[config.mk]
export PLATFORM = sky130hd
export DESIGN_NAME = capture_timer
export DESIGN_NICKNAME = d
export VERILOG_FILES = /design/src/rtl/capture_timer.sv
export SDC_FILE = /design/constraint.sdc
export NUM_CORES = 1
export LEC_CHECK = 0
export BUFFER_PORTS_ARGS = -buffer_cell sky130_fd_sc_hd__buf_2
export CAP_MARGIN = 20
export CORE_MARGIN = 4
export CORE_UTILIZATION = 49
export DETAILED_ROUTE_END_ITERATION = 8
export PLACE_DENSITY = 0.66
export SYNTH_ARGS = -nofsm -noshare
export SYNTH_HDL_FRONTEND = slang
export SYNTH_SLANG_ARGS = --single-unit
[constraint.sdc]
create_clock -name clk -period 3.2 [get_ports clk]
set_clock_uncertainty 0.05 [all_clocks]
set_input_delay 0.16 -clock clk [delete_from_list [all_inputs] [get_ports clk]]
set_output_delay 0.16 -clock clk [all_outputs]
set_load 0.01 [all_outputs]
[src/rtl/capture_timer.sv]
module capture_timer #(
  parameter int CNT_W = 16,
  parameter int PSC_W = 16,
  parameter int DW    = 16,
  parameter int AW    = 4
) (
  input  logic          clk,
  input  logic          rst_n,
  input  logic          tick,
  input  logic          ext_clk,
  input  logic [3:0]    cap_in,
  input  logic          bus_wr,
  input  logic [AW-1:0] bus_addr,
  input  logic [DW-1:0] bus_wdata,
  output logic [DW-1:0] bus_rdata,
  output logic          irq
);
  localparam int NCH = 4;
  localparam int NSY = NCH + 1;
  localparam logic [AW-1:0] A_CTRL  = AW'(0);
  localparam logic [AW-1:0] A_STAT  = AW'(1);
  localparam logic [AW-1:0] A_IEN   = AW'(2);
  localparam logic [AW-1:0] A_PSC   = AW'(3);
  localparam logic [AW-1:0] A_RLD   = AW'(4);
  localparam logic [AW-1:0] A_CNT   = AW'(5);
  localparam logic [AW-1:0] A_CAPEN = AW'(6);
  localparam logic [AW-1:0] A_MODEA = AW'(7);
  localparam logic [AW-1:0] A_MODEB = AW'(8);
  localparam logic [AW-1:0] A_CAP0  = AW'(9);

  logic [NSY-1:0] sy1, sy2, sy3;
  logic [NSY-1:0] rise, fall;
  logic           run;
  logic [1:0]     cmode;
  logic [NCH:0]   ien;
  logic [PSC_W-1:0] psc_reg, pact, pph;
  logic [CNT_W-1:0] rld, cnt;
  logic [4*NCH-1:0] capen;
  logic [DW-1:0]  mode_a, mode_b;
  logic           uf;
  logic [NCH-1:0] capf, ovf, hit;
  logic [NCH*CNT_W-1:0] capflat;
  logic           we_ctrl, we_stat, ug, src, step, pdone, wrap;
  logic           keep_uf;
  logic [NCH-1:0] keep_cf, keep_of;
  logic [AW-1:0]  cap_idx;

  always_ff @(posedge clk or negedge rst_n)
    if (!rst_n) begin
      sy1 <= '0; sy2 <= '0; sy3 <= '0;
    end else begin
      sy1 <= {ext_clk, cap_in};
      sy2 <= sy1;
      sy3 <= sy2;
    end

  assign rise    = sy2 & ~sy3;
  assign fall    = ~sy2 & sy3;
  assign we_ctrl = bus_wr && (bus_addr == A_CTRL);
  assign we_stat = bus_wr && (bus_addr == A_STAT);
  assign ug      = we_ctrl && bus_wdata[1];

  always_comb
    case (cmode)
      2'd0:    src = tick;
      2'd1:    src = rise[NCH];
      default: src = 1'b0;
    endcase

  assign step  = run && src && !ug;
  assign pdone = step && (pph == pact);
  assign wrap  = pdone && (cnt == rld);

  always_ff @(posedge clk or negedge rst_n)
    if (!rst_n) begin
      cnt <= '0; pph <= '0; pact <= '0;
    end else if (ug) begin
      cnt <= '0; pph <= '0; pact <= psc_reg;
    end else if (step) begin
      pph <= pdone ? '0 : pph + 1'b1;
      if (pdone) cnt <= wrap ? '0 : cnt + 1'b1;
      if (wrap) pact <= psc_reg;
    end

  always_ff @(posedge clk or negedge rst_n)
    if (!rst_n) begin
      run <= 1'b0; cmode <= '0; ien <= '0; psc_reg <= '0; rld <= '1;
      capen <= '0; mode_a <= '0; mode_b <= '0;
    end else if (bus_wr) begin
      case (bus_addr)
        A_CTRL:  begin run <= bus_wdata[0]; cmode <= bus_wdata[3:2]; end
        A_IEN:   ien <= bus_wdata[NCH:0];
        A_PSC:   psc_reg <= bus_wdata[PSC_W-1:0];
        A_RLD:   rld <= bus_wdata[CNT_W-1:0];
        A_CAPEN: capen <= bus_wdata[4*NCH-1:0];
        A_MODEA: mode_a <= bus_wdata;
        A_MODEB: mode_b <= bus_wdata;
        default: ;
      endcase
    end

  assign keep_uf = we_stat ? bus_wdata[0] : 1'b1;
  assign keep_cf = we_stat ? bus_wdata[NCH:1] : '1;
  assign keep_of = we_stat ? bus_wdata[2*NCH:NCH+1] : '1;

  always_ff @(posedge clk or negedge rst_n)
    if (!rst_n) begin
      uf <= 1'b0; capf <= '0; ovf <= '0;
    end else begin
      uf   <= (uf & keep_uf) | wrap;
      capf <= (capf & keep_cf) | hit;
      ovf  <= (ovf & keep_of) | (hit & capf & keep_cf);
    end

  for (genvar c = 0; c < NCH; c++) begin : g_ch
    logic [CNT_W-1:0] val;
    logic en, pol, npol;
    assign en   = capen[4*c];
    assign pol  = capen[4*c+1];
    assign npol = capen[4*c+3];
    assign hit[c] = run && en && ((rise[c] && (!pol || npol)) || (fall[c] && pol));

    always_ff @(posedge clk or negedge rst_n)
      if (!rst_n) val <= '0;
      else if (hit[c]) val <= cnt;

    assign capflat[c*CNT_W +: CNT_W] = val;

    p_capture_value_r7: assert property (@(posedge clk) disable iff (!rst_n)
      hit[c] |=> (val == $past(cnt)));
    p_ovc_needs_pending_r8: assert property (@(posedge clk) disable iff (!rst_n)
      $rose(ovf[c]) |-> $past(capf[c]));
  end

  assign irq     = |({capf, uf} & ien);
  assign cap_idx = bus_addr - A_CAP0;

  always_comb begin
    bus_rdata = '0;
    case (bus_addr)
      A_CTRL:  bus_rdata = DW'({cmode, 1'b0, run});
      A_STAT:  bus_rdata = DW'({ovf, capf, uf});
      A_IEN:   bus_rdata = DW'(ien);
      A_PSC:   bus_rdata = DW'(psc_reg);
      A_RLD:   bus_rdata = DW'(rld);
      A_CNT:   bus_rdata = DW'(cnt);
      A_CAPEN: bus_rdata = DW'(capen);
      A_MODEA: bus_rdata = mode_a;
      A_MODEB: bus_rdata = mode_b;
      default:
        if (bus_addr >= A_CAP0 && bus_addr < A_CAP0 + AW'(NCH))
          bus_rdata = DW'(capflat[cap_idx*CNT_W +: CNT_W]);
    endcase
  end

  p_hold_when_stopped_r4: assert property (@(posedge clk) disable iff (!rst_n)
    (!run && !ug) |=> $stable(cnt));
  p_ug_clears_r3: assert property (@(posedge clk) disable iff (!rst_n)
    ug |=> (cnt == '0 && pph == '0));
  p_wrap_to_zero_r2: assert property (@(posedge clk) disable iff (!rst_n)
    wrap |=> (cnt == '0 && uf));
endmodule

After elaboration in Yosys (flattened, before gate mapping)
Index checks and enable logic that the tools add are counted.

Input port bits: 29. Word-level logic and storage cells: 119. Register bits: 224. Output and inout port bits: 17.

Equal/unequal tests: 11. Reductions and logical operators: 52. Magnitude comparators: 2. Bitwise logic cells: 13. Add/sub/neg operators: 3. Muxes and demuxes: 16. Shift-type cells: 1.

Operators with widths (number): $mux W16 (11); $pmux W16 S9 (1); $shiftx A64 B9 Y16 (1); $add A16 B1 Y16 const B (2); $eq A16 B16 Y1 (2); $logic_and A1 B1 Y1 (24); $and A4 B4 Y4 (5); $reduce_and A2 Y1 (9); $eq A4 B3 Y1 const B (4); $and A5 B5 Y5 (2); $eq A4 B2 Y1 const B (2); $logic_or A1 B1 Y1 (8); $mux W4 (2); $or A4 B4 Y4 (2); $reduce_bool A2 Y1 (3); $logic_not A1 Y1 (5); $not A5 Y5 (1); $reduce_or A5 Y1 (1); $eq A4 B1 Y1 const B (1); $eq A4 B4 Y1 const B (1); $ge A4 B4 Y1 const B (1); $logic_not A4 Y1 (1); $lt A4 B4 Y1 const B (1); $not A4 Y4 (1); other kinds (7) (7).

Longest topological paths before layout
Gate-level depths: netlist of the first run.

Word-level depth: 11. Mapped depth: 12. Gate-level depth less buffers: 9.

Worst setup path before layout of the first run
No wires, ideal clock.

Path type: input port to output port. From: in bus_addr[0]. To: out bus_rdata[1]. Arrival time: 2.442 ns. Buffers on the path: 4. Required time: 2.990 ns. Setup slack: 0.548 ns. Stages: 9. Cell sequence: clkbuf_1 buf_2 inv_1 ha_1 clkbuf_1 clkbuf_1 mux4_2 nand2_1 nand4_1.

Longest elaborated chain between the ends: 4. Elaborated cells on any way between the ends: 16. Those cells by class: add/sub: 1; order compare: 2; eq/ne: 8; shift: 1; mux: 2; reduce/logical: 2.

RTL lines: start, declared (line 13) `input logic [AW-1:0] bus_addr,`; $sub A4 B4 Y4 (tied with other cells) (line 136) `assign cap_idx = bus_addr - A_CAP0;`; $shiftx A64 B9 Y16 / $logic_and A1 B1 Y1 (equally long branches) (line 152, 151); $mux W16 (line 151) `if (bus_addr >= A_CAP0 && bus_addr < A_CAP0 + AW'(NCH))`; $pmux W16 S9 (*) (line 140) `case (bus_addr)`; end, declared (line 15) `output logic [DW-1:0] bus_rdata,`.

Mark *: on every way between the ends. The rest lies on a longest branch, timed or not.

Worst setup path in the final report of the first run
From: reg run. To: reg cnt[9].

Longest elaborated chain between the ends: 8. Elaborated cells on any way between the ends: 11. Those cells by class: mux: 4; reduce/logical: 7.

RTL lines: start, declared (line 33) `logic run;`; start signal, assigned (line 91) `A_CTRL: begin run <= bus_wdata[0]; cmode <= bus_wdata[3:2]; end`; $logic_and A1 B1 Y1 (*) (2 in a row) (line 70) `assign step = run && src && !ug;`; $logic_and A1 B1 Y1 (line 71) `assign pdone = step && (pph == pact);`; $logic_and A1 B1 Y1 (line 72) `assign wrap = pdone && (cnt == rld);`; $mux W16 (2 in a row) (line 81) `if (pdone) cnt <= wrap ? '0 : cnt + 1'b1;`; $mux W16 (line 79) `end else if (step) begin`; $mux W16 (line 77) `end else if (ug) begin`; end signal, assigned (line 81); end, declared (line 37) `logic [CNT_W-1:0] rld, cnt;`.

Mark *: on every way between the ends. The rest lies on a longest branch, timed or not. The select of a mux whose other input is x is not followed. A chain may end at the register's enable or synchronous reset.

==> run_summary.xml, run 1 <==
<?xml version="1.0" encoding="UTF-8"?>
<metrics>
  <group name="run_status">
    <metric name="status" unit="">finished clean</metric>
  </group>
  <group name="timing">
    <metric name="fin_crit_sh" unit="%">77.71</metric>
    <metric name="report.final.hold_viol_count" unit="">0</metric>
    <metric name="minimum_clock_period_after_layout" unit="ns">2.487</metric>
    <metric name="slew-limit-headroom" unit="%">42.30</metric>
    <metric name="achievable-frequency" unit="GHz">0.4021</metric>
    <metric name="finalMaxSlewViolations" unit="">0</metric>
    <metric name="setup_violations" unit="">0</metric>
    <metric name="timing.final.ws_setup" unit="ns">0.7133</metric>
    <metric name="grt_setup_unrepaired" unit="">no</metric>
    <metric name="fin_tns_setup" unit="ns">0</metric>
    <metric name="max_slew.worst_pin.slew" unit="ns">0.8635</metric>
  </group>
  <group name="logic_synthesis">
    <metric name="synthFlopType" unit="">sky130_fd_sc_hd__dfrtp_1</metric>
    <metric name="most_instantiated_library_cell_after_synthesis" unit="">sky130_fd_sc_hd__dfrtp_1</metric>
    <metric name="syn_inst" unit="">834</metric>
    <metric name="synth_cell_types" unit="">58</metric>
    <metric name="synth_top_area_share" unit="%">49.21</metric>
    <metric name="syn_area_cell" unit="µm²">12.68</metric>
    <metric name="ys_async_sr_fraction" unit="%">100.0</metric>
    <metric name="synth_top_area_cell" unit="">sky130_fd_sc_hd__dfrtp_1</metric>
    <metric name="number_of_enable_type_register_cells_in_the_synthesized_netlist" unit="">0</metric>
    <metric name="synth.cells.most_frequent" unit="">sky130_fd_sc_hd__dfrtp_1, sky130_fd_sc_hd__mux2_2, sky130_fd_sc_hd__nand2_1</metric>
    <metric name="synth_area_leaders" unit="">sky130_fd_sc_hd__dfrtp_1, sky130_fd_sc_hd__mux2_2, sky130_fd_sc_hd__dfstp_2</metric>
    <metric name="post_synthesis_net_count" unit="">869</metric>
    <metric name="synth-seq-cells" unit="">224</metric>
    <metric name="synth-seq-area-share" unit="%">53.19</metric>
    <metric name="synth_area" unit="µm²">10580</metric>
    <metric name="yosys_warnings" unit="">0</metric>
  </group>
  <group name="hold_path">
    <metric name="worst_hold_startpoint" unit="">bus_wdata[1]</metric>
    <metric name="min_path_type" unit="">in -&gt; reg</metric>
    <metric name="hold-path-endpoint" unit="">mode_a[1]</metric>
    <metric name="worstHoldPathCells" unit="">2</metric>
  </group>
  <group name="setup_path">
    <metric name="critPathKind" unit="">reg -&gt; reg</metric>
    <metric name="critical_path.startpoint" unit="">run</metric>
    <metric name="worst_r2r_startpoint" unit="">run</metric>
    <metric name="worst-endpoint-required" unit="ns">3.58</metric>
    <metric name="critical_path.top_delay_family" unit="">simple AND/OR/NAND/NOR gates</metric>
    <metric name="cpPeakStageDelay" unit="ns">0.58</metric>
    <metric name="worstPathMaxFanout" unit="">22</metric>
    <metric name="cp_cell_sequence" unit="">nor2b_1 -&gt; o21ai_0 -&gt; nor3_1 -&gt; nand3_2 -&gt; buf_4 -&gt; nor2_1 -&gt; nand4b_1 -&gt; a21oi_1</metric>
    <metric name="setup.worst_path.end_class" unit="">register</metric>
    <metric name="worst_ep_arrival_time" unit="ns">2.86</metric>
    <metric name="length_in_cells_of_the_worst_reg_to_reg_path" unit="">8</metric>
    <metric name="crit_path_launch_type" unit="">register</metric>
    <metric name="critical-path-slowest-cell" unit="">sky130_fd_sc_hd__dfrtp_1</metric>
    <metric name="cp_num_buf_inv" unit="">1</metric>
    <metric name="capture_instance_of_the_worst_register_to_register_path" unit="">cnt[9]</metric>
    <metric name="setup.reg_to_reg.worst_slack" unit="ns">0.71</metric>
  </group>
  <group name="place">
    <metric name="io_buffer_count" unit="">45</metric>
    <metric name="detailedPlacementHpwl" unit="mm">17.41</metric>
    <metric name="placement_stage_worst_setup_slack" unit="ns">0.5482</metric>
    <metric name="postPlaceCellArea" unit="µm²">11070</metric>
    <metric name="gp_congestion" unit="">0.8382</metric>
  </group>
  <group name="finish">
    <metric name="largest-register" unit="">g_ch.val</metric>
    <metric name="antenna-diode-count" unit="">0</metric>
    <metric name="finalInstanceArea" unit="µm²">12120</metric>
    <metric name="largest_register_ff_count" unit="">64</metric>
    <metric name="fraction_of_layout_instances_using_a_drive_strength_above_1" unit="%">36.04</metric>
    <metric name="final_core_util" unit="%">57.28</metric>
    <metric name="flow.area_growth_from_synthesis" unit="%">14.56</metric>
    <metric name="finish.net_count" unit="">927</metric>
  </group>
  <group name="clocking">
    <metric name="clock-root-buffer" unit="">sky130_fd_sc_hd__clkbuf_16</metric>
    <metric name="cts_buffers" unit="">25</metric>
    <metric name="cts.htree.levels" unit="">1</metric>
    <metric name="clock_sinks" unit="">224</metric>
    <metric name="path_clk_slew" unit="ns">0.06</metric>
    <metric name="resized_gates_after_cts" unit="">0</metric>
    <metric name="cts_post_setup_buffers_inserted" unit="">0</metric>
    <metric name="cts_tree" unit="">yes</metric>
    <metric name="max-clock-path-buffers" unit="">3</metric>
    <metric name="clk_lat_worst_skew" unit="ns">0.51</metric>
    <metric name="cts_hold_buf" unit="">20</metric>
  </group>
  <group name="global_routing">
    <metric name="grt_remaining_overflow" unit="">0</metric>
    <metric name="grt_usage" unit="%">21.66</metric>
    <metric name="largest_net_degree_at_the_start_of_global_routing" unit="">107</metric>
    <metric name="grt_pass1_wl" unit="mm">41.12</metric>
    <metric name="antenna_violations_before_repair" unit="">0</metric>
    <metric name="grt_pass1_vias" unit="">7107</metric>
  </group>
  <group name="power_and_ir_drop">
    <metric name="power.sequential.fraction" unit="%">48.0</metric>
    <metric name="power_report.internal_total" unit="µW">5693</metric>
    <metric name="power.switching_fraction" unit="%">25.95</metric>
    <metric name="power_density" unit="nW/µm²">634.5</metric>
    <metric name="power.clock.fraction" unit="%">37.7</metric>
    <metric name="net-switching-power" unit="µW">1995</metric>
    <metric name="irDropWorstVdd" unit="V">0.0003036</metric>
    <metric name="power.share.combinational" unit="%">14.2</metric>
    <metric name="p_leak" unit="µW">0.005414</metric>
  </group>
  <group name="floorplanning">
    <metric name="placement_rows" unit="">53</metric>
    <metric name="area_of_the_placeable_core" unit="µm²">21150</metric>
    <metric name="die_area" unit="µm²">24000</metric>
    <metric name="io_pins" unit="">46</metric>
    <metric name="die_w" unit="µm">154.9</metric>
    <metric name="die_y" unit="µm">154.9</metric>
    <metric name="initial_core_util" unit="%">50.00</metric>
  </group>
  <group name="drt">
    <metric name="ant_nets" unit="">0</metric>
    <metric name="drt-wirelength-per-cell" unit="µm">21.55</metric>
    <metric name="remaining_drc_errors" unit="">0</metric>
    <metric name="drt-initial-drc-count" unit="">601</metric>
    <metric name="total_wirelength_of_the_detailed_routed_design" unit="mm">25.54</metric>
    <metric name="via_per_inst" unit="">5.843</metric>
    <metric name="vias" unit="">6924</metric>
    <metric name="firstDrtPassIters" unit="">6</metric>
  </group>
  <group name="flow_run">
    <metric name="drv_cap" unit="">0</metric>
  </group>
</metrics>
## stage by stage
| stage | std cells | hold WS, ns | power (µW) |
|---|---|---|---|
| after floorplan | 834 | -0.1856 | 4381 |
| after global placement | 1120 | 0.2146 | 4774 |
| after detailed placement | 1120 | 0.2194 | 4808 |
| after CTS | 1185 | 0.03716 | 7750 |
| after global routing | 1185 | 0.04512 | 8023 |
| final | 1185 | 0.04541 | 7688 |
## worst register-to-register path: stages (launching register included)
cell                       delay [ns]
sky130_fd_sc_hd__dfrtp_1         0.58
sky130_fd_sc_hd__nor2b_1         0.18
sky130_fd_sc_hd__o21ai_0         0.16
sky130_fd_sc_hd__nor3_1          0.26
sky130_fd_sc_hd__nand3_2         0.17
sky130_fd_sc_hd__buf_4           0.28
sky130_fd_sc_hd__nor2_1          0.38
sky130_fd_sc_hd__nand4b_1        0.16
sky130_fd_sc_hd__a21oi_1         0.20
## cell usage in the layout (no fill, tap or decap), types with 15 or more instances in the layout
cell type and count:
sky130_fd_sc_hd__clkbuf_16 25, sky130_fd_sc_hd__mux4_2 16, sky130_fd_sc_hd__a21oi_1 20, sky130_fd_sc_hd__a22oi_1 24, sky130_fd_sc_hd__buf_4 23, sky130_fd_sc_hd__xnor2_1 32
sky130_fd_sc_hd__nor2_1 35, sky130_fd_sc_hd__xor2_1 15, sky130_fd_sc_hd__dlygate4sd3_1 20, sky130_fd_sc_hd__nand4_1 17, sky130_fd_sc_hd__o21ai_0 30, sky130_fd_sc_hd__mux2_2 159
sky130_fd_sc_hd__dfrtp_1 208, sky130_fd_sc_hd__nand3_1 18, sky130_fd_sc_hd__buf_2 44, sky130_fd_sc_hd__dfstp_2 16, sky130_fd_sc_hd__nand2_1 58
## power groups by stage
stage | Sequential (µW) | Clock [µW] | Combinational (µW)
CTS | 3690 | 2960 | 1110
floorplan | 3560 | 0 | 816
global route | 3740 | 3080 | 1200
global placement | 3720 | 0 | 1050
finish | 3690 | 2900 | 1090
detailed placement | 3730 | 0 | 1080
## cell families (layout without fill, tap and decap cells)
group,after synthesis,after routing,share of synthesized area [%]
flops,224,224,53.19
mux,187,187,22.04
simple gates,179,179,8.754
compound gates,119,119,7.808
buf+inv,69,145,3.147
xor+xnor,50,50,4.354
fa+ha+maj,6,6,0.7098
## metal layers
layer	vias to the layer above	GRT usage (%)	share of wire [%]
met3	46	3.449	4.9
met4	0	6.098	2.5
met5	-	0	0
met2	182	34.85	48
li1	3131	-	-
met1	3565	30.78	44
## layout make-up
class | count | area, µm²
clock inverter | 10 | 130.1
fill | 1757 | 9037
sequential | 224 | 5625
timing repair buffer | 90 | 648.1
multi-input combinational | 541 | 4618
inverter | 10 | 37.54
tap | 275 | 344.1
clock buffer | 35 | 713.2
## worst max-delay path by stage
stage / to / slack, ns / cells past startpoint
6_report: cnt[9] / 0.71 / 8
2_1_floorplan: bus_rdata[1] / 0.55 / 9
5_1_grt: cnt[9] / 0.53 / 8
3_5_place_dp: capen[6] / 0.55 / 6
3_3_place_gp: capen[13] / 0.64 / 6
4_1_cts: cnt[9] / 0.70 / 8
(Power assumes the default switching activity.)
==> inputs of run 2 (changes only) <==
==> constraint.sdc (replaced) <==
create_clock -name clk -period 2.6 [get_ports clk]
set_clock_uncertainty 0.05 [all_clocks]
set_input_delay 0.13 -clock clk [delete_from_list [all_inputs] [get_ports clk]]
set_output_delay 0.13 -clock clk [all_outputs]
set_load 0.01 [all_outputs]
==> run_summary.xml, run 2 (same netlist as run 1, synthesis figures left out) <==
<?xml version="1.0" encoding="UTF-8"?>
<metrics>
  <group name="setup_path">
    <metric name="length_in_cells_of_the_worst_reg_to_reg_path" unit="">7</metric>
    <metric name="critPathKind" unit="">reg -&gt; reg</metric>
    <metric name="worst_r2r_startpoint" unit="">pph[3]</metric>
    <metric name="setup.worst_path.end_class" unit="">register</metric>
    <metric name="capture_instance_of_the_worst_register_to_register_path" unit="">cnt[7]</metric>
    <metric name="worst-endpoint-required" unit="ns">2.95</metric>
    <metric name="critical_path.startpoint" unit="">pph[3]</metric>
    <metric name="worstPathMaxFanout" unit="">20</metric>
    <metric name="crit_path_launch_type" unit="">register</metric>
    <metric name="setup.reg_to_reg.worst_slack" unit="ns">0.32</metric>
    <metric name="worst_ep_arrival_time" unit="ns">2.63</metric>
  </group>
  <group name="clocking">
    <metric name="clock_sinks" unit="">224</metric>
    <metric name="cts_buffers" unit="">25</metric>
    <metric name="path_clk_slew" unit="ns">0.06</metric>
    <metric name="cts_post_setup_buffers_inserted" unit="">0</metric>
    <metric name="max-clock-path-buffers" unit="">3</metric>
    <metric name="resized_gates_after_cts" unit="">0</metric>
    <metric name="cts.htree.levels" unit="">1</metric>
    <metric name="cts_tree" unit="">yes</metric>
    <metric name="clock-root-buffer" unit="">sky130_fd_sc_hd__clkbuf_16</metric>
    <metric name="clk_lat_worst_skew" unit="ns">0.51</metric>
    <metric name="cts_hold_buf" unit="">20</metric>
  </group>
  <group name="drt">
    <metric name="vias" unit="">7053</metric>
    <metric name="drt-initial-drc-count" unit="">734</metric>
    <metric name="total_wirelength_of_the_detailed_routed_design" unit="mm">25.81</metric>
    <metric name="firstDrtPassIters" unit="">6</metric>
    <metric name="via_per_inst" unit="">5.873</metric>
    <metric name="drt-wirelength-per-cell" unit="µm">21.49</metric>
    <metric name="ant_nets" unit="">0</metric>
    <metric name="remaining_drc_errors" unit="">0</metric>
  </group>
  <group name="timing">
    <metric name="grt_setup_unrepaired" unit="">no</metric>
    <metric name="finalMaxSlewViolations" unit="">0</metric>
    <metric name="minimum_clock_period_after_layout" unit="ns">2.279</metric>
    <metric name="fin_tns_setup" unit="ns">0</metric>
    <metric name="max_slew.worst_pin.slew" unit="ns">0.7537</metric>
    <metric name="report.final.hold_viol_count" unit="">0</metric>
    <metric name="slew-limit-headroom" unit="%">49.75</metric>
    <metric name="fin_crit_sh" unit="%">87.64</metric>
    <metric name="achievable-frequency" unit="GHz">0.4388</metric>
    <metric name="setup_violations" unit="">0</metric>
    <metric name="worst_hold_slack" unit="ns">0.006586</metric>
  </group>
  <group name="global_routing">
    <metric name="largest_net_degree_at_the_start_of_global_routing" unit="">87</metric>
    <metric name="grt_pass1_vias" unit="">7364</metric>
    <metric name="grt_usage" unit="%">21.83</metric>
    <metric name="grt_remaining_overflow" unit="">0</metric>
    <metric name="busiest_layer" unit="">met2</metric>
    <metric name="grt_pass1_wl" unit="mm">41.70</metric>
    <metric name="grt.met1_usage" unit="%">31.25</metric>
    <metric name="antenna_violations_before_repair" unit="">0</metric>
    <metric name="globalRouteMet2Util" unit="%">34.71</metric>
    <metric name="use_met3" unit="%">3.227</metric>
  </group>
  <group name="finish">
    <metric name="final_core_util" unit="%">57.87</metric>
    <metric name="commonest_cells_after_routing_fill_and_taps_aside" unit="">sky130_fd_sc_hd__dfrtp_1, sky130_fd_sc_hd__mux2_2, sky130_fd_sc_hd__nand2_1, sky130_fd_sc_hd__buf_2, sky130_fd_sc_hd__buf_4</metric>
    <metric name="commonest_non_fill_non_tap_cell_in_the_layout" unit="">sky130_fd_sc_hd__dfrtp_1</metric>
    <metric name="flow.area_growth_from_synthesis" unit="%">15.75</metric>
    <metric name="largest-register" unit="">g_ch.val</metric>
    <metric name="antenna-diode-count" unit="">0</metric>
    <metric name="layout.area.seq" unit="µm²">5625</metric>
    <metric name="final_cell_count_no_fill" unit="">1201</metric>
    <metric name="nFillCells" unit="">1730</metric>
    <metric name="finish.net_count" unit="">944</metric>
    <metric name="area_of_combinational_cells_with_multiple_inputs" unit="µm²">4618</metric>
    <metric name="largest_register_ff_count" unit="">64</metric>
    <metric name="finalInstanceArea" unit="µm²">12240</metric>
    <metric name="fraction_of_layout_instances_using_a_drive_strength_above_1" unit="%">37.04</metric>
  </group>
  <group name="floorplanning">
    <metric name="io_pins" unit="">46</metric>
    <metric name="initial_core_util" unit="%">50.00</metric>
    <metric name="die_area" unit="µm²">24000</metric>
    <metric name="die_w" unit="µm">154.9</metric>
    <metric name="area_of_the_placeable_core" unit="µm²">21150</metric>
    <metric name="die_y" unit="µm">154.9</metric>
    <metric name="placement_rows" unit="">53</metric>
  </group>
  <group name="place">
    <metric name="gp_congestion" unit="">0.8608</metric>
    <metric name="io_buffer_count" unit="">45</metric>
    <metric name="postPlaceCellArea" unit="µm²">11230</metric>
    <metric name="detailedPlacementHpwl" unit="mm">17.85</metric>
    <metric name="dp_cells" unit="">1137</metric>
  </group>
  <group name="hold_path">
    <metric name="worstHoldPathCells" unit="">2</metric>
    <metric name="worst_hold_startpoint" unit="">bus_wdata[0]</metric>
    <metric name="min_path_type" unit="">in -&gt; reg</metric>
    <metric name="hold-path-endpoint" unit="">mode_b[0]</metric>
  </group>
  <group name="power_and_ir_drop">
    <metric name="power_density" unit="nW/µm²">768.7</metric>
    <metric name="irDropWorstVdd" unit="V">0.0003871</metric>
    <metric name="p_leak" unit="µW">0.005503</metric>
  </group>
  <group name="run_status">
    <metric name="status" unit="">finished clean</metric>
  </group>
  <group name="flow_run">
    <metric name="drv_cap" unit="">0</metric>
  </group>
</metrics>
run 2: cell types whose count changed in the layout (fill, tap and decap cells not counted):
cell                         previous run  this run
sky130_fd_sc_hd__buf_4                 23        38
sky130_fd_sc_hd__clkbuf_1               5         6
sky130_fd_sc_hd__bufinv_16              3         2
sky130_fd_sc_hd__clkinvlp_4             2         0
sky130_fd_sc_hd__buf_12                 2         4
sky130_fd_sc_hd__clkbuf_8               5         6
run 2: power by group:
group	internal [µW]	switching [µW]
clock network	2130	1360
logic	763	643
registers	4070	449
run 2: per-stage QoR:
| stage | setup slack (ns) | total power (µW) |
|---|---|---|
| after floorplan | 0.007731 | 5392 |
| after global placement | 0.3513 | 5915 |
| after detailed placement | 0.3196 | 5954 |
| after CTS | 0.3097 | 9497 |
| after global routing | 0.1010 | 9837 |
| final | 0.3213 | 9410 |
run 2: metal layers:
layer / wire, µm / vias up / part of all wire (%)
met5: 0 / - / 0
met4: 723 / 0 / 2.8
met3: 1109 / 54 / 4.3
met2: 12360 / 163 / 48
met1: 11620 / 3653 / 45
li1: - / 3183 / -
run 2: worst max-delay path by stage:
stage | slack [ns] | to | cells after the start
3_3_place_gp | 0.35 | cnt[7] | 7
4_1_cts | 0.31 | cnt[7] | 7
3_5_place_dp | 0.32 | cnt[7] | 7
5_1_grt | 0.10 | cnt[9] | 7
2_1_floorplan | 0.008 | bus_rdata[1] | 9
6_report | 0.32 | cnt[7] | 7
run 2: final cells by class:
cell class	count	area share (%)
inverters	10	0.3066
well taps	275	2.811
clock inverters	7	0.6950
clock buffers	37	5.969
flip-flops and latches	224	45.95
multi-input cells	541	37.72
repair buffers	107	6.541
run 2: critical path, cell delays in order, from the launching register on:
cell	delay (ns)
sky130_fd_sc_hd__dfrtp_1	0.44
sky130_fd_sc_hd__xor2_1	0.17
sky130_fd_sc_hd__nor4_1	0.39
sky130_fd_sc_hd__nand3_2	0.28
sky130_fd_sc_hd__buf_12	0.24
sky130_fd_sc_hd__a2111oi_2	0.38
sky130_fd_sc_hd__xnor2_1	0.16
sky130_fd_sc_hd__nor2_1	0.05
==> inputs of run 3 (changes only) <==
--- a/config.mk
+++ b/config.mk
@@ -5,12 +5,14 @@
 export SDC_FILE = /design/constraint.sdc
 export NUM_CORES = 1
 export LEC_CHECK = 0
+export ABC_AREA = 1
 export BUFFER_PORTS_ARGS = -buffer_cell sky130_fd_sc_hd__buf_2
 export CAP_MARGIN = 20
 export CORE_MARGIN = 4
 export CORE_UTILIZATION = 49
 export DETAILED_ROUTE_END_ITERATION = 8
 export PLACE_DENSITY = 0.66
+export RECOVER_POWER = 50
 export SYNTH_ARGS = -nofsm -noshare
 export SYNTH_HDL_FRONTEND = slang
 export SYNTH_SLANG_ARGS = --single-unit
==> run_summary.xml, run 3 <==
<?xml version="1.0" encoding="UTF-8"?>
<metrics>
  <group name="clocking">
    <metric name="cts.htree.levels" unit="">1</metric>
    <metric name="clock-root-buffer" unit="">sky130_fd_sc_hd__clkbuf_16</metric>
    <metric name="cts_tree" unit="">yes</metric>
    <metric name="cts_buffers" unit="">25</metric>
    <metric name="max-clock-path-buffers" unit="">3</metric>
    <metric name="clk_lat_worst_skew" unit="ns">0.52</metric>
    <metric name="clock_sinks" unit="">224</metric>
    <metric name="path_clk_slew" unit="ns">0.06</metric>
  </group>
  <group name="run_status">
    <metric name="violations" unit="">max-capacitance violations, max-slew violations</metric>
    <metric name="status" unit="">complete, but fails checks</metric>
  </group>
  <group name="finish">
    <metric name="commonest_non_fill_non_tap_cell_in_the_layout" unit="">sky130_fd_sc_hd__nand2_1</metric>
    <metric name="commonest_cells_after_routing_fill_and_taps_aside" unit="">sky130_fd_sc_hd__nand2_1, sky130_fd_sc_hd__dfrtp_1, sky130_fd_sc_hd__o21ai_0, sky130_fd_sc_hd__nor2_1, sky130_fd_sc_hd__inv_1</metric>
    <metric name="finalInstanceArea" unit="µm²">12750</metric>
    <metric name="area_of_combinational_cells_with_multiple_inputs" unit="µm²">4700</metric>
    <metric name="flow.area_growth_from_synthesis" unit="%">15.28</metric>
    <metric name="fraction_of_layout_instances_using_a_drive_strength_above_1" unit="%">11.25</metric>
    <metric name="largest_register_ff_count" unit="">64</metric>
    <metric name="largest-register" unit="">g_ch.val</metric>
    <metric name="antenna-diode-count" unit="">0</metric>
    <metric name="nFillCells" unit="">2026</metric>
    <metric name="layout.area.seq" unit="µm²">5625</metric>
    <metric name="finish.net_count" unit="">1511</metric>
  </group>
  <group name="global_routing">
    <metric name="busiest_layer" unit="">met2</metric>
    <metric name="grt_pass1_vias" unit="">9584</metric>
    <metric name="largest_net_degree_at_the_start_of_global_routing" unit="">60</metric>
    <metric name="antenna_violations_before_repair" unit="">0</metric>
    <metric name="grt_remaining_overflow" unit="">0</metric>
    <metric name="grt_pass1_wl" unit="mm">53.23</metric>
    <metric name="grt_usage" unit="%">27.25</metric>
    <metric name="grt.met1_usage" unit="%">38.02</metric>
    <metric name="globalRouteMet2Util" unit="%">42.81</metric>
    <metric name="use_met3" unit="%">4.101</metric>
  </group>
  <group name="timing">
    <metric name="report.final.hold_viol_count" unit="">0</metric>
    <metric name="grt_setup_unrepaired" unit="">no</metric>
    <metric name="minimum_clock_period_after_layout" unit="ns">2.255</metric>
    <metric name="finalMaxSlewViolations" unit="">57</metric>
    <metric name="setup_violations" unit="">0</metric>
    <metric name="fin_crit_sh" unit="%">86.72</metric>
    <metric name="achievable-frequency" unit="GHz">0.4435</metric>
    <metric name="fin_tns_setup" unit="ns">0</metric>
    <metric name="slew-limit-headroom" unit="%">-13.46</metric>
    <metric name="max_slew.worst_pin.slew" unit="ns">1.702</metric>
  </group>
  <group name="drt">
    <metric name="drt-initial-drc-count" unit="">767</metric>
    <metric name="remaining_drc_errors" unit="">0</metric>
    <metric name="vias" unit="">9953</metric>
    <metric name="ant_nets" unit="">0</metric>
    <metric name="firstDrtPassIters" unit="">5</metric>
    <metric name="drt-wirelength-per-cell" unit="µm">18.57</metric>
    <metric name="via_per_inst" unit="">5.614</metric>
    <metric name="total_wirelength_of_the_detailed_routed_design" unit="mm">32.92</metric>
  </group>
  <group name="logic_synthesis">
    <metric name="post_synthesis_net_count" unit="">1441</metric>
    <metric name="syn_area_cell" unit="µm²">7.866</metric>
    <metric name="synth_cell_types" unit="">39</metric>
    <metric name="synth-seq-area-share" unit="%">50.87</metric>
    <metric name="yosys_warnings" unit="">0</metric>
    <metric name="synth-seq-cells" unit="">224</metric>
    <metric name="synth_top_area_cell" unit="">sky130_fd_sc_hd__dfrtp_1</metric>
    <metric name="ys_async_sr_fraction" unit="%">100.0</metric>
    <metric name="most_instantiated_library_cell_after_synthesis" unit="">sky130_fd_sc_hd__nand2_1</metric>
    <metric name="syn_inst" unit="">1406</metric>
    <metric name="synth_top_area_share" unit="%">47.06</metric>
    <metric name="synth.cells.most_frequent" unit="">sky130_fd_sc_hd__nand2_1, sky130_fd_sc_hd__dfrtp_1, sky130_fd_sc_hd__o21ai_0</metric>
    <metric name="synthFlopType" unit="">sky130_fd_sc_hd__dfrtp_1</metric>
    <metric name="synth_area_leaders" unit="">sky130_fd_sc_hd__dfrtp_1, sky130_fd_sc_hd__nand2_1, sky130_fd_sc_hd__o21ai_0</metric>
    <metric name="number_of_enable_type_register_cells_in_the_synthesized_netlist" unit="">0</metric>
    <metric name="synth_area" unit="µm²">11060</metric>
  </group>
  <group name="setup_path">
    <metric name="critical-path-slowest-cell" unit="">sky130_fd_sc_hd__dfrtp_1</metric>
    <metric name="critical_path.top_delay_family" unit="">flip-flops</metric>
    <metric name="worst-endpoint-required" unit="ns">2.42</metric>
    <metric name="cp_cell_sequence" unit="">inv_2 -&gt; o21ai_0 -&gt; a221oi_1 -&gt; nand3_1 -&gt; buf_2</metric>
    <metric name="cp_num_buf_inv" unit="">2</metric>
    <metric name="crit_path_launch_type" unit="">register</metric>
    <metric name="cpPeakStageDelay" unit="ns">0.50</metric>
    <metric name="worstPathMaxFanout" unit="">7</metric>
    <metric name="setup.worst_path.end_class" unit="">primary output</metric>
    <metric name="critPathKind" unit="">reg -&gt; out</metric>
    <metric name="worst_ep_arrival_time" unit="ns">2.07</metric>
  </group>
  <group name="power_and_ir_drop">
    <metric name="irDropWorstVdd" unit="V">0.0005552</metric>
    <metric name="power_density" unit="nW/µm²">747.7</metric>
    <metric name="p_leak" unit="µW">0.006174</metric>
  </group>
  <group name="floorplanning">
    <metric name="die_area" unit="µm²">25040</metric>
    <metric name="io_pins" unit="">46</metric>
    <metric name="die_w" unit="µm">158.2</metric>
    <metric name="area_of_the_placeable_core" unit="µm²">22030</metric>
    <metric name="die_y" unit="µm">158.2</metric>
    <metric name="initial_core_util" unit="%">50.21</metric>
    <metric name="placement_rows" unit="">54</metric>
  </group>
  <group name="hold_path">
    <metric name="min_path_type" unit="">in -&gt; reg</metric>
  </group>
  <group name="place">
    <metric name="gp_congestion" unit="">0.9114</metric>
    <metric name="postPlaceCellArea" unit="µm²">11720</metric>
    <metric name="io_buffer_count" unit="">45</metric>
    <metric name="detailedPlacementHpwl" unit="mm">23.16</metric>
  </group>
  <group name="flow_run">
    <metric name="drv_cap" unit="">1</metric>
  </group>
</metrics>
==> run 3: final timing paths <==
kind / start / end / slack, ns / depth (start not counted)
setup / recovery: cnt[5] / bus_rdata[5] / 0.35 / 5
hold / removal: bus_wr / capen[2] / 0.08 / 4
setup reg to reg: run / ovf[0] / 0.45 / 5
hold reg to reg: sy1[2] / sy2[2] / 0.31 / 0
max in group asynchronous: rst_n / rld[0] / 0.85 / 3
min in group asynchronous: rst_n / g_ch[2].val[5] / 0.55 / 2
==> run 3: cell type report <==
| type | instances | area share [%] |
|---|---|---|
| clock buffers | 38 | 5.761 |
| well taps | 280 | 2.748 |
| multi-input cells | 989 | 36.86 |
| inverters | 132 | 3.886 |
| flip-flops and latches | 224 | 44.12 |
| repair buffers | 104 | 6.173 |
| clock inverters | 6 | 0.4514 |
==> run 3: worst register-to-register path: stages (launching register included) <==
cell	delay, ns
sky130_fd_sc_hd__dfrtp_1	0.35
sky130_fd_sc_hd__clkbuf_1	0.44
sky130_fd_sc_hd__o2111ai_2	0.21
sky130_fd_sc_hd__buf_4	0.29
sky130_fd_sc_hd__o21ai_0	0.19
sky130_fd_sc_hd__dlygate4sd3_1	0.56
==> run 3: metal layers <==
metal  vias to the layer above  wire (µm)  part of all wire, %
met2                       353      14820                   45
li1                       4746          -                    -
met3                        81       2183                  6.6
met4                         0       1519                  4.6
met1                      4773      14400                   44
met5                         -          0                    0
==> run 3: kinds of logic after synthesis <==
family / after synthesis / synth area share (%)
flip-flops: 224 / 50.87
XOR/XNOR: 23 / 1.821
AND/OR/NAND/NOR: 697 / 26.10
adder cells (fa/ha/maj): 6 / 0.6788
buffers and inverters: 193 / 6.867
AO/OA/AOI/OAI: 263 / 13.67
==> run 3: timing repair <==
item,CTS,global route
buffers inserted,0,0
hold buffers,25,0
resized for setup,0,0
hold endpoints to repair,290,0
setup endpoints to repair,0,0
==> run 3: where the power goes <==
group	switching [µW]	total (µW)	internal, µW
Combinational	1040	1660	620
Sequential	449	4430	3980
Clock	1410	3450	2030
==> run 3: stage by stage <==
stage / utilization (%) / std cells / power (µW) / worst slack [ns] / hold slack, ns
2_1_floorplan: - / 1406 / 5418 / 0.4992 / -0.2156
3_3_place_gp: 53.23 / 1704 / 6015 / 0.4466 / 0.06448
3_5_place_dp: 53.23 / 1704 / 6062 / 0.3425 / 0.06308
4_1_cts: 57.96 / 1773 / 9550 / 0.3592 / 0.06044
5_1_grt: 57.88 / 1773 / 10030 / 0.2589 / 0.1107
6_report: 57.88 / 1773 / 9533 / 0.3452 / 0.07557
